`src/rtl/irq_flag_pkg.sv`:
```
// Package irq_flag_pkg
// Shared indices and widths for the interrupt flag logic.
// Assumes three interrupt sources, numbered from the lowest status bit upward.
package irq_flag_pkg;
    localparam int SRC_N = 3;

    typedef enum int {
        SRC_UPD = 0,
        SRC_ALM = 1,
        SRC_PER = 2
    } src_e;

    localparam int STAT_W     = 8;
    localparam int FLAG_LSB   = 4;
    localparam int SUMMARY_IX = STAT_W - 1;
endpackage

```
`src/rtl/irq_flag_cell.sv`:
```
// Module irq_flag_cell
// One interrupt flag with a hold bit for events that arrive during a status read.
// Assumes rd_active is high for the full read and that rd_done is a one-cycle
// pulse in the cycle after the read ends. func_clr is a synchronous clear
// that takes priority over everything except the power-on reset.
module irq_flag_cell (
    input  logic clk,
    input  logic rst_n,
    input  logic func_clr,
    input  logic evt,
    input  logic rd_active,
    input  logic rd_done,
    output logic flag_q
);
    logic hold_q;

    // Flag and hold update: reset, host clear, read end, read hold, idle set.
    always_ff @(posedge clk) begin
        if (!rst_n) begin
            flag_q <= 1'b0;
            hold_q <= 1'b0;
        end else if (func_clr) begin
            flag_q <= 1'b0;
            hold_q <= 1'b0;
        end else if (rd_done) begin
            flag_q <= hold_q | evt;
            hold_q <= 1'b0;
        end else if (rd_active) begin
            hold_q <= hold_q | evt;
        end else begin
            flag_q <= flag_q | evt;
        end
    end

    // idle event sets the flag
    p_evt_sets_r1: assert property (@(posedge clk) disable iff (!rst_n)
        (evt && !rd_active && !rd_done && !func_clr) |=> flag_q);

    // shown flag frozen during a read
    p_read_stable_r4: assert property (@(posedge clk) disable iff (!rst_n)
        (rd_active && !func_clr) |=> $stable(flag_q));

    // event at read end survives
    p_end_evt_r7: assert property (@(posedge clk) disable iff (!rst_n)
        (rd_done && evt && !func_clr) |=> flag_q);

    // host clear empties the flag
    p_func_clr_r8: assert property (@(posedge clk) disable iff (!rst_n)
        func_clr |=> !flag_q);
endmodule

```
`src/rtl/irq_enable_reg.sv`:
```
// Module irq_enable_reg
// Holds the per-source interrupt enables.
// Assumes the host reset clears only the bits set in CLR_MASK and that a
// write to the other bits still lands in a host-reset cycle.
module irq_enable_reg #(
    parameter int          WIDTH    = 3,
    parameter logic [2:0]  CLR_MASK = 3'b110
) (
    input  logic             clk,
    input  logic             rst_n,
    input  logic             host_rst_n,
    input  logic             we,
    input  logic [WIDTH-1:0] wdata,
    output logic [WIDTH-1:0] en_q
);
    localparam logic [WIDTH-1:0] MASK = CLR_MASK[WIDTH-1:0];

    // Enable update per bit: write, then host-reset mask on top.
    always_ff @(posedge clk) begin
        if (!rst_n) begin
            en_q <= '0;
        end else begin
            for (int i = 0; i < WIDTH; i++) begin
                if (!host_rst_n && MASK[i]) begin
                    en_q[i] <= 1'b0;
                end else if (we) begin
                    en_q[i] <= wdata[i];
                end
            end
        end
    end

    // host reset clears the masked enables
    p_host_clr_r8: assert property (@(posedge clk) disable iff (!rst_n)
        !host_rst_n |=> ((en_q & MASK) == '0));

    // write outside host reset loads the data
    p_write_r9: assert property (@(posedge clk) disable iff (!rst_n)
        (host_rst_n && we) |=> (en_q == $past(wdata)));
endmodule

```
`src/rtl/irq_od_driver.sv`:
```
// Module irq_od_driver
// Models an active-low open-drain request pin as a drive enable plus a
// constant low data value. Assumes an external pull-up outside the block.
module irq_od_driver (
    input  logic req,
    output logic pin_oe,
    output logic pin_o
);
    // Pin drive: pull low only while a request is pending.
    always_comb begin
        pin_oe = req;
        pin_o  = 1'b0;
    end
endmodule

```
`src/rtl/irq_flag_ctl.sv`:
```
// Module irq_flag_ctl
// Top of the interrupt flag logic: three flag cells, the enable register,
// the summary flag, the status byte and the open-drain request driver.
// Assumes regc_rd is decoded outside and stays high for the whole read.
module irq_flag_ctl
    import irq_flag_pkg::*;
#(
    parameter logic [2:0] FLAG_HOST_CLR = 3'b001,
    parameter logic [2:0] EN_HOST_CLR   = 3'b110
) (
    input  logic              clk,
    input  logic              rst_n,
    input  logic              host_rst_n,
    input  logic              evt_periodic,
    input  logic              evt_alarm,
    input  logic              evt_update,
    input  logic              en_we,
    input  logic [SRC_N-1:0]  en_wdata,
    output logic [SRC_N-1:0]  en_q,
    input  logic              regc_rd,
    output logic [STAT_W-1:0] regc_q,
    output logic              irq_oe,
    output logic              irq_o
);
    logic [SRC_N-1:0] evt_v;
    logic [SRC_N-1:0] flag_v;
    logic             rd_q;
    logic             rd_done;
    logic             summary;

    // Gather the event pulses into one source-indexed vector.
    always_comb begin
        evt_v          = '0;
        evt_v[SRC_UPD] = evt_update;
        evt_v[SRC_ALM] = evt_alarm;
        evt_v[SRC_PER] = evt_periodic;
    end

    // Read tracker: remembers that the previous cycle was part of a read.
    always_ff @(posedge clk) begin
        if (!rst_n) begin
            rd_q <= 1'b0;
        end else begin
            rd_q <= regc_rd;
        end
    end

    // Read-end pulse: first cycle with the strobe low after a read.
    always_comb begin
        rd_done = rd_q && !regc_rd;
    end

    for (genvar g = 0; g < SRC_N; g++) begin : g_src
        logic clr_g;
        if (FLAG_HOST_CLR[g]) begin : g_clr
            assign clr_g = !host_rst_n;
        end else begin : g_keep
            assign clr_g = 1'b0;
        end
        irq_flag_cell u_cell (
            .clk       (clk),
            .rst_n     (rst_n),
            .func_clr  (clr_g),
            .evt       (evt_v[g]),
            .rd_active (regc_rd),
            .rd_done   (rd_done),
            .flag_q    (flag_v[g])
        );
    end

    irq_enable_reg #(
        .WIDTH    (SRC_N),
        .CLR_MASK (EN_HOST_CLR)
    ) u_en (
        .clk        (clk),
        .rst_n      (rst_n),
        .host_rst_n (host_rst_n),
        .we         (en_we),
        .wdata      (en_wdata),
        .en_q       (en_q)
    );

    // Summary flag: any source that is both flagged and enabled.
    always_comb begin
        summary = |(flag_v & en_q);
    end

    // Status byte assembly: summary on top, flags above the zero field.
    always_comb begin
        regc_q                              = '0;
        regc_q[FLAG_LSB +: SRC_N]           = flag_v;
        regc_q[SUMMARY_IX]                  = summary;
    end

    irq_od_driver u_od (
        .req    (summary),
        .pin_oe (irq_oe),
        .pin_o  (irq_o)
    );

    // request only with a flagged and enabled source
    p_req_cause_r2: assert property (@(posedge clk) disable iff (!rst_n)
        irq_oe |-> ((regc_q[FLAG_LSB +: SRC_N] & en_q) != '0));

    // low status bits are zero
    p_low_zero_r3: assert property (@(posedge clk) disable iff (!rst_n)
        regc_q[FLAG_LSB-1:0] == '0);

    // host reset leaves no request pending
    p_host_norq_r8: assert property (@(posedge clk) disable iff (!rst_n)
        !host_rst_n |=> !irq_oe);
endmodule

```
`config.mk`:
```
export PLATFORM = sky130hd
export DESIGN_NAME = irq_flag_ctl
export DESIGN_NICKNAME = d
export VERILOG_FILES = /design/src/rtl/irq_flag_pkg.sv /design/src/rtl/irq_flag_cell.sv /design/src/rtl/irq_enable_reg.sv /design/src/rtl/irq_od_driver.sv /design/src/rtl/irq_flag_ctl.sv
export SDC_FILE = /design/constraint.sdc
export NUM_CORES = 1
export LEC_CHECK = 0
export ABC_AREA = 1
export ABC_CLOCK_PERIOD_IN_PS = 900
export BUFFER_PORTS_ARGS = -buffer_cell sky130_fd_sc_hd__buf_2
export CAP_MARGIN = 20
export CORE_AREA = 2 2 39 41
export DETAILED_ROUTE_END_ITERATION = 12
export DIE_AREA = 0 0 41 43
export GPL_ROUTABILITY_DRIVEN = 0
export GPL_TIMING_DRIVEN = 0
export PLACE_DENSITY = 0.61
export SYNTH_ARGS = -nofsm -noshare
export SYNTH_HDL_FRONTEND = slang
export SYNTH_SLANG_ARGS = --single-unit
```
`constraint.sdc`:
```
create_clock -name clk -period 0.9 [get_ports clk]
set_input_delay 0.045 -clock clk [delete_from_list [all_inputs] [get_ports clk]]
set_output_delay 0.045 -clock clk [all_outputs]
set_load 0.01 [all_outputs]
```
==> flow_summary.yaml, run 1 <==
detailed_routing:
  first_pass_iters: 3
  vias: 474
  drt_wl_total_um: 1017
  drc: 0
  wl_per_cell_um: 9.245
  drt_iter0_drc: 2
  antenna_left: 0
  via_per_inst: 4.309
global_route:
  grt_max_degree: 8
  busiest_layer: "met2"
  antenna_found_initial: 0
  grt_first_pass_wirelength_um: 1407
  met1_usage: 0.1518
  use_met3: 0.04712
  grtUsageTotal: 0.1215
  met2_usage: 0.1750
  grt_overflow: 0
  grt_pass1_vias: 347
sta:
  fin_crit_ns: 1.021
  slew_violations: 0
  finalWorstSetupSlack_ns: -0.1215
  finalHoldViolCount: 0
  setup_violations: 4
  rsz0062_at_grt: "yes"
  whs_ns: 0.005831
  tns_ns: -0.2987
  fin_crit_sh: 1.135
  fin_worst_skew_ns: 0.0007888
  max_freq_ghz: 0.9790
critical_path:
  path_buf_inv: 2
  crit_type: "reg -> out"
  r2r-start: "g_src[0].u_cell.flag_q$_SDFFE_PN0P_"
  critPathCaptureType: "primary output"
  regToRegSetupSlack_ns: 0.02
  crit_start: "u_en.en_q[2]$_SDFFE_PN0P_"
  rr_worst_depth: 5
  regToRegEndpoint: "g_src[0].u_cell.flag_q$_SDFFE_PN0P_"
  startpoint_type: "flop"
  cp_max_fo: 2
  crit_family: "flip-flops"
  path_cells: "nand2_2, nand3_2, buf_6, buf_6"
  crit_top_cell: "buf_6"
  crit_required_ns: 0.85
  critical-path-max-stage-delay_ns: 0.33
  worst_path_max_delay_cell: "dfxtp_2"
  critPathArrivalTime_ns: 0.98
pwr:
  p_leak_nw: 0.4066
  total_power_mw: 1.122
  power_density_mw_per_mm2: 1444
  peakVddDrop_v: 0.0007064
place:
  portBuffers: 18
  hpwl_um: 676.5
synthesis:
  ys_warn_count: 0
  synth_seq_area_share: 0.4336
  syn_area_um2: 461.7
  ys_ff_latch: 10
  syn-mean-instance-area_um2: 7.695
  ys_types: 14
  synth_cells: 60
worst_hold_path:
  whs_path_depth: 3
  hp-class: "in -> reg"
  hp-start: "en_wdata[0]"
  min_delay_worst_endpoint: "u_en.en_q[0]$_SDFFE_PN0P_"
die:
  start_util: 0.3336
  rows: 14
  coreArea_mm2: 0.001384
  io-pin-count: 24
  dieHeight_um: 43
  die-area_mm2: 0.001763
  die_w_um: 41
cts:
  path_clk_slew_ns: 0.07
  cts_made_buffers: 3
  cts_root_buf: "clkbuf_4"
  cts_tree: "built"
  clk_latency_ns: 0.27
  ctsLongestPathBuffers: 2
  htree_num_levels: 1
  cts_sinks: 10
finish:
  num_antenna_cells: 0
  multi_input_area_um2: 212.7
  post-route-util: 0.5615
  drive_gt1_frac: 0.6064
  area_growth_pct: 68.29
  final_cell_mix: "buf_6 (14), nand2_1 (12), buf_2 (12)"
  seq_area_um2: 207.7
  nNetsFinal: 106
  layout_commonest_cell: "buf_6"
  n_fill_cell: 126
run_status:
  outcome: "finished, violations left"
  violations: "setup timing"
run:
  cap_violations: 0
[where the power goes]
group / internal, mW / switching (mW)
Sequential: 0.471 / 0.0186
Combinational: 0.130 / 0.0956
Clock: 0.246 / 0.161
Total: 0.847 / 0.275
[sequential cells by signal, indices dropped and copies added (netlist names)]
name and cells:
rd_q 1, g_src.u_cell.flag_q 3, u_en.en_q 3, g_src.u_cell.hold_q 3
[per-stage QoR]
stage	worst slack (ns)	std cells	area (um2)
floorplan	0.1384	64	476.7
global placement	0.1193	98	586.8
detailed placement	0.09552	98	586.8
CTS	-0.1165	108	705.7
global route	-0.1662	110	777.0
finish	-0.1215	110	777.0
[Yosys cell counts, drive strengths merged]
library cell   n  area [um2]
dfxtp         10       200.2
buf            9       67.56
nor2           4       15.01
nand2         18       82.58
o21ai          3       15.01
inv            4       15.01
a21oi          8       47.55
nand3          3       15.01
conb           1       3.750
[worst max-delay path by stage]
stage / to / slack, ns / depth (start not counted)
2_1_floorplan: regc_q[7] / 0.14 / 3
6_report: regc_q[7] / -0.12 / 4
4_1_cts: regc_q[7] / -0.12 / 4
3_5_place_dp: regc_q[7] / 0.1 / 4
5_1_grt: regc_q[7] / -0.17 / 4
3_3_place_gp: regc_q[7] / 0.12 / 4
[logic make-up after synthesis]
family / Yosys count / share of synthesized area
other cells: 1 / 0.008122
compound gates: 11 / 0.1355
simple gates: 25 / 0.2439
flops: 10 / 0.4336
buf+inv: 13 / 0.1788
[repair_timing]
item                       in CTS  in global routing
gates resized for setup        13                 12
setup buffers                   7                  2
hold buffers                    0                  0
setup endpoints to repair       3                  6
pin swaps                       3                  2
[routing by layer]
layer,share of wire,up-vias
met5,0,-
met4,0.019,0
met3,0.072,3
met2,0.51,19
met1,0.40,205
li1,-,247
[final cells by class]
class                      count  area share
buffer                         8     0.09179
clock buffer                   4     0.04670
multi-input combinational     41      0.2738
inverter                       4     0.01932
timing repair buffer          27      0.2754
tap                           16     0.02576
sequential                    10      0.2673
[worst register-to-register path, cell delays in order (launching register included)]
cell and delay, ns:
dfxtp_2 0.32, buf_4 0.13, buf_6 0.11, buf_4 0.12
nand2_2 0.05, a21oi_2 0.05
(Power assumes the default switching activity.)
==> run 2: changes to the inputs <==
--- a/config.mk
+++ b/config.mk
@@ -15,6 +15,7 @@
 export GPL_ROUTABILITY_DRIVEN = 0
 export GPL_TIMING_DRIVEN = 0
 export PLACE_DENSITY = 0.61
+export RECOVER_POWER = 50
 export SYNTH_ARGS = -nofsm -noshare
 export SYNTH_HDL_FRONTEND = slang
 export SYNTH_SLANG_ARGS = --single-unit
==> run 2 against run 1 <==
The flow still finishes with violations (setup timing); die area unchanged; flip-flop and latch count unchanged; clock power about the same; highest routed layer unchanged.
==> flow_summary.yaml, run 2 (synthesized netlist as in run 1, its figures left out) <==
run_status:
  outcome: "finished, violations left"
  violations: "setup timing"
critical_path:
  crit_required_ns: 0.85
  crit_top_cell: "buf_6"
  worst_path_max_delay_cell: "dfxtp_1"
  path_cells: "nand2_2, nand3_2, buf_6, buf_6"
  critPathArrivalTime_ns: 0.98
  critical-path-max-stage-delay_ns: 0.33
  regToRegSetupSlack_ns: 0.02
  cp_max_fo: 3
  crit_type: "reg -> out"
  critPathCaptureType: "primary output"
  startpoint_type: "flop"
detailed_routing:
  wl_per_cell_um: 9.273
  via_per_inst: 4.309
  drt_wl_total_um: 1020
  vias: 474
  first_pass_iters: 3
  drc: 0
  antenna_left: 0
  drt_iter0_drc: 2
pwr:
  p_leak_nw: 0.3961
  p_comb_frac: 0.199
  switchingPower_uw: 273.1
  internal_power_uw: 844.0
  switching_share: 0.2444
  clockPowerShare: 0.364
  total_power_mw: 1.117
  seqPwrFrac: 0.436
  peakVddDrop_v: 0.0007063
  power_density_mw_per_mm2: 1459
sta:
  finalHoldViolCount: 0
  fin_crit_ns: 1.022
  tns_ns: -0.3081
  finalWorstSetupSlack_ns: -0.1216
  slew_violations: 0
  fin_worst_skew_ns: 0.0007887
  rsz0062_at_grt: "yes"
  setup_violations: 4
  max_freq_ghz: 0.9789
  fin_crit_sh: 1.135
global_route:
  grtUsageTotal: 0.1215
  grt_overflow: 0
  antenna_found_initial: 0
  grt_max_degree: 8
  grt_first_pass_wirelength_um: 1407
  grt_pass1_vias: 347
finish:
  reg_top3: "g_src.u_cell.flag_q x3, g_src.u_cell.hold_q x3, u_en.en_q x3"
  final_cell_mix: "buf_6 (14), nand2_1 (13), buf_2 (11)"
  n_fill_cell: 131
  area_growth_pct: 65.85
  layout_commonest_cell: "buf_6"
  post-route-util: 0.5533
  nNetsFinal: 106
  drive_gt1_frac: 0.5638
  num_antenna_cells: 0
cts:
  cts_made_buffers: 3
  cts_sinks: 10
  htree_num_levels: 1
  cts_tree: "built"
  cts_root_buf: "clkbuf_4"
  clk_latency_ns: 0.27
  path_clk_slew_ns: 0.07
  ctsLongestPathBuffers: 2
  holdBufCountCts: 0
worst_hold_path:
  hp-class: "in -> reg"
place:
  hpwl_um: 676.5
  portBuffers: 18
die:
  io-pin-count: 24
  coreArea_mm2: 0.001384
  die_w_um: 41
  start_util: 0.3336
  rows: 14
  die-area_mm2: 0.001763
  dieHeight_um: 43
run:
  cap_violations: 0
## run 2: worst paths after layout
| path | from | end | cells after the start |
|---|---|---|---|
| worst max-delay path | u_en.en_q[0]$_SDFFE_PN0P_ | regc_q[7] | 4 |
| worst min-delay path | en_wdata[0] | u_en.en_q[0]$_SDFFE_PN0P_ | 3 |
| worst max register to register | g_src[0].u_cell.flag_q$_SDFFE_PN0P_ | g_src[0].u_cell.flag_q$_SDFFE_PN0P_ | 5 |
| worst min register to register | g_src[2].u_cell.hold_q$_SDFFE_PP0P_ | g_src[2].u_cell.hold_q$_SDFFE_PP0P_ | 2 |
## run 2: critical path: cells and delay by family, from the launching register on
kind	cells	cell delay, ns
buf+inv	2	0.23
flops	1	0.33
simple gates	2	0.16
## run 2: per-stage QoR
step,hold WS [ns],worst slack (ns),instances,cell area [um2]
after floorplan,0.1385,0.1384,64,476.7
after global placement,0.2855,0.1193,98,586.8
after detailed placement,0.2849,0.09552,98,586.8
after CTS,0.005428,-0.1165,108,705.7
after global routing,0.01627,-0.1662,110,765.7
final,0.006141,-0.1216,110,765.7
## run 2: layer usage
metal	vias to the layer above	share of wire	GRT usage	routed length (um)
met2	19	0.51	0.1750	519
met3	3	0.068	0.04712	69
met4	0	0.019	0.06000	19
met1	205	0.40	0.1518	412
li1	247	-	-	-
met5	-	0	0	0
## run 2: area by class of cell
| cell class | instances | area [um2] | area share |
|---|---|---|---|
| Multi-Input combinational cell | 41 | 205.2 | 0.2680 |
| Clock buffer | 4 | 36.28 | 0.04739 |
| Timing Repair Buffer | 27 | 212.7 | 0.2778 |
| Sequential cell | 10 | 205.2 | 0.2680 |
| Inverter | 4 | 15.01 | 0.01961 |
| Tap cell | 16 | 20.02 | 0.02614 |
| Buffer | 8 | 71.32 | 0.09314 |
## run 2: repair_timing
item	in CTS	in global routing
gates cloned	0	0
pin swaps	3	2
endpoints found under the hold margin	0	0
setup buffers	7	2
setup endpoints to repair	3	6
resized for setup	13	12
## run 2: power groups by stage
stage / logic (mW) / clock network [mW] / registers (mW)
finish: 0.223 / 0.407 / 0.487
global route: 0.245 / 0.447 / 0.490
CTS: 0.185 / 0.414 / 0.487
detailed placement: 0.153 / 0 / 0.496
global placement: 0.151 / 0 / 0.496
floorplan: 0.0952 / 0 / 0.495
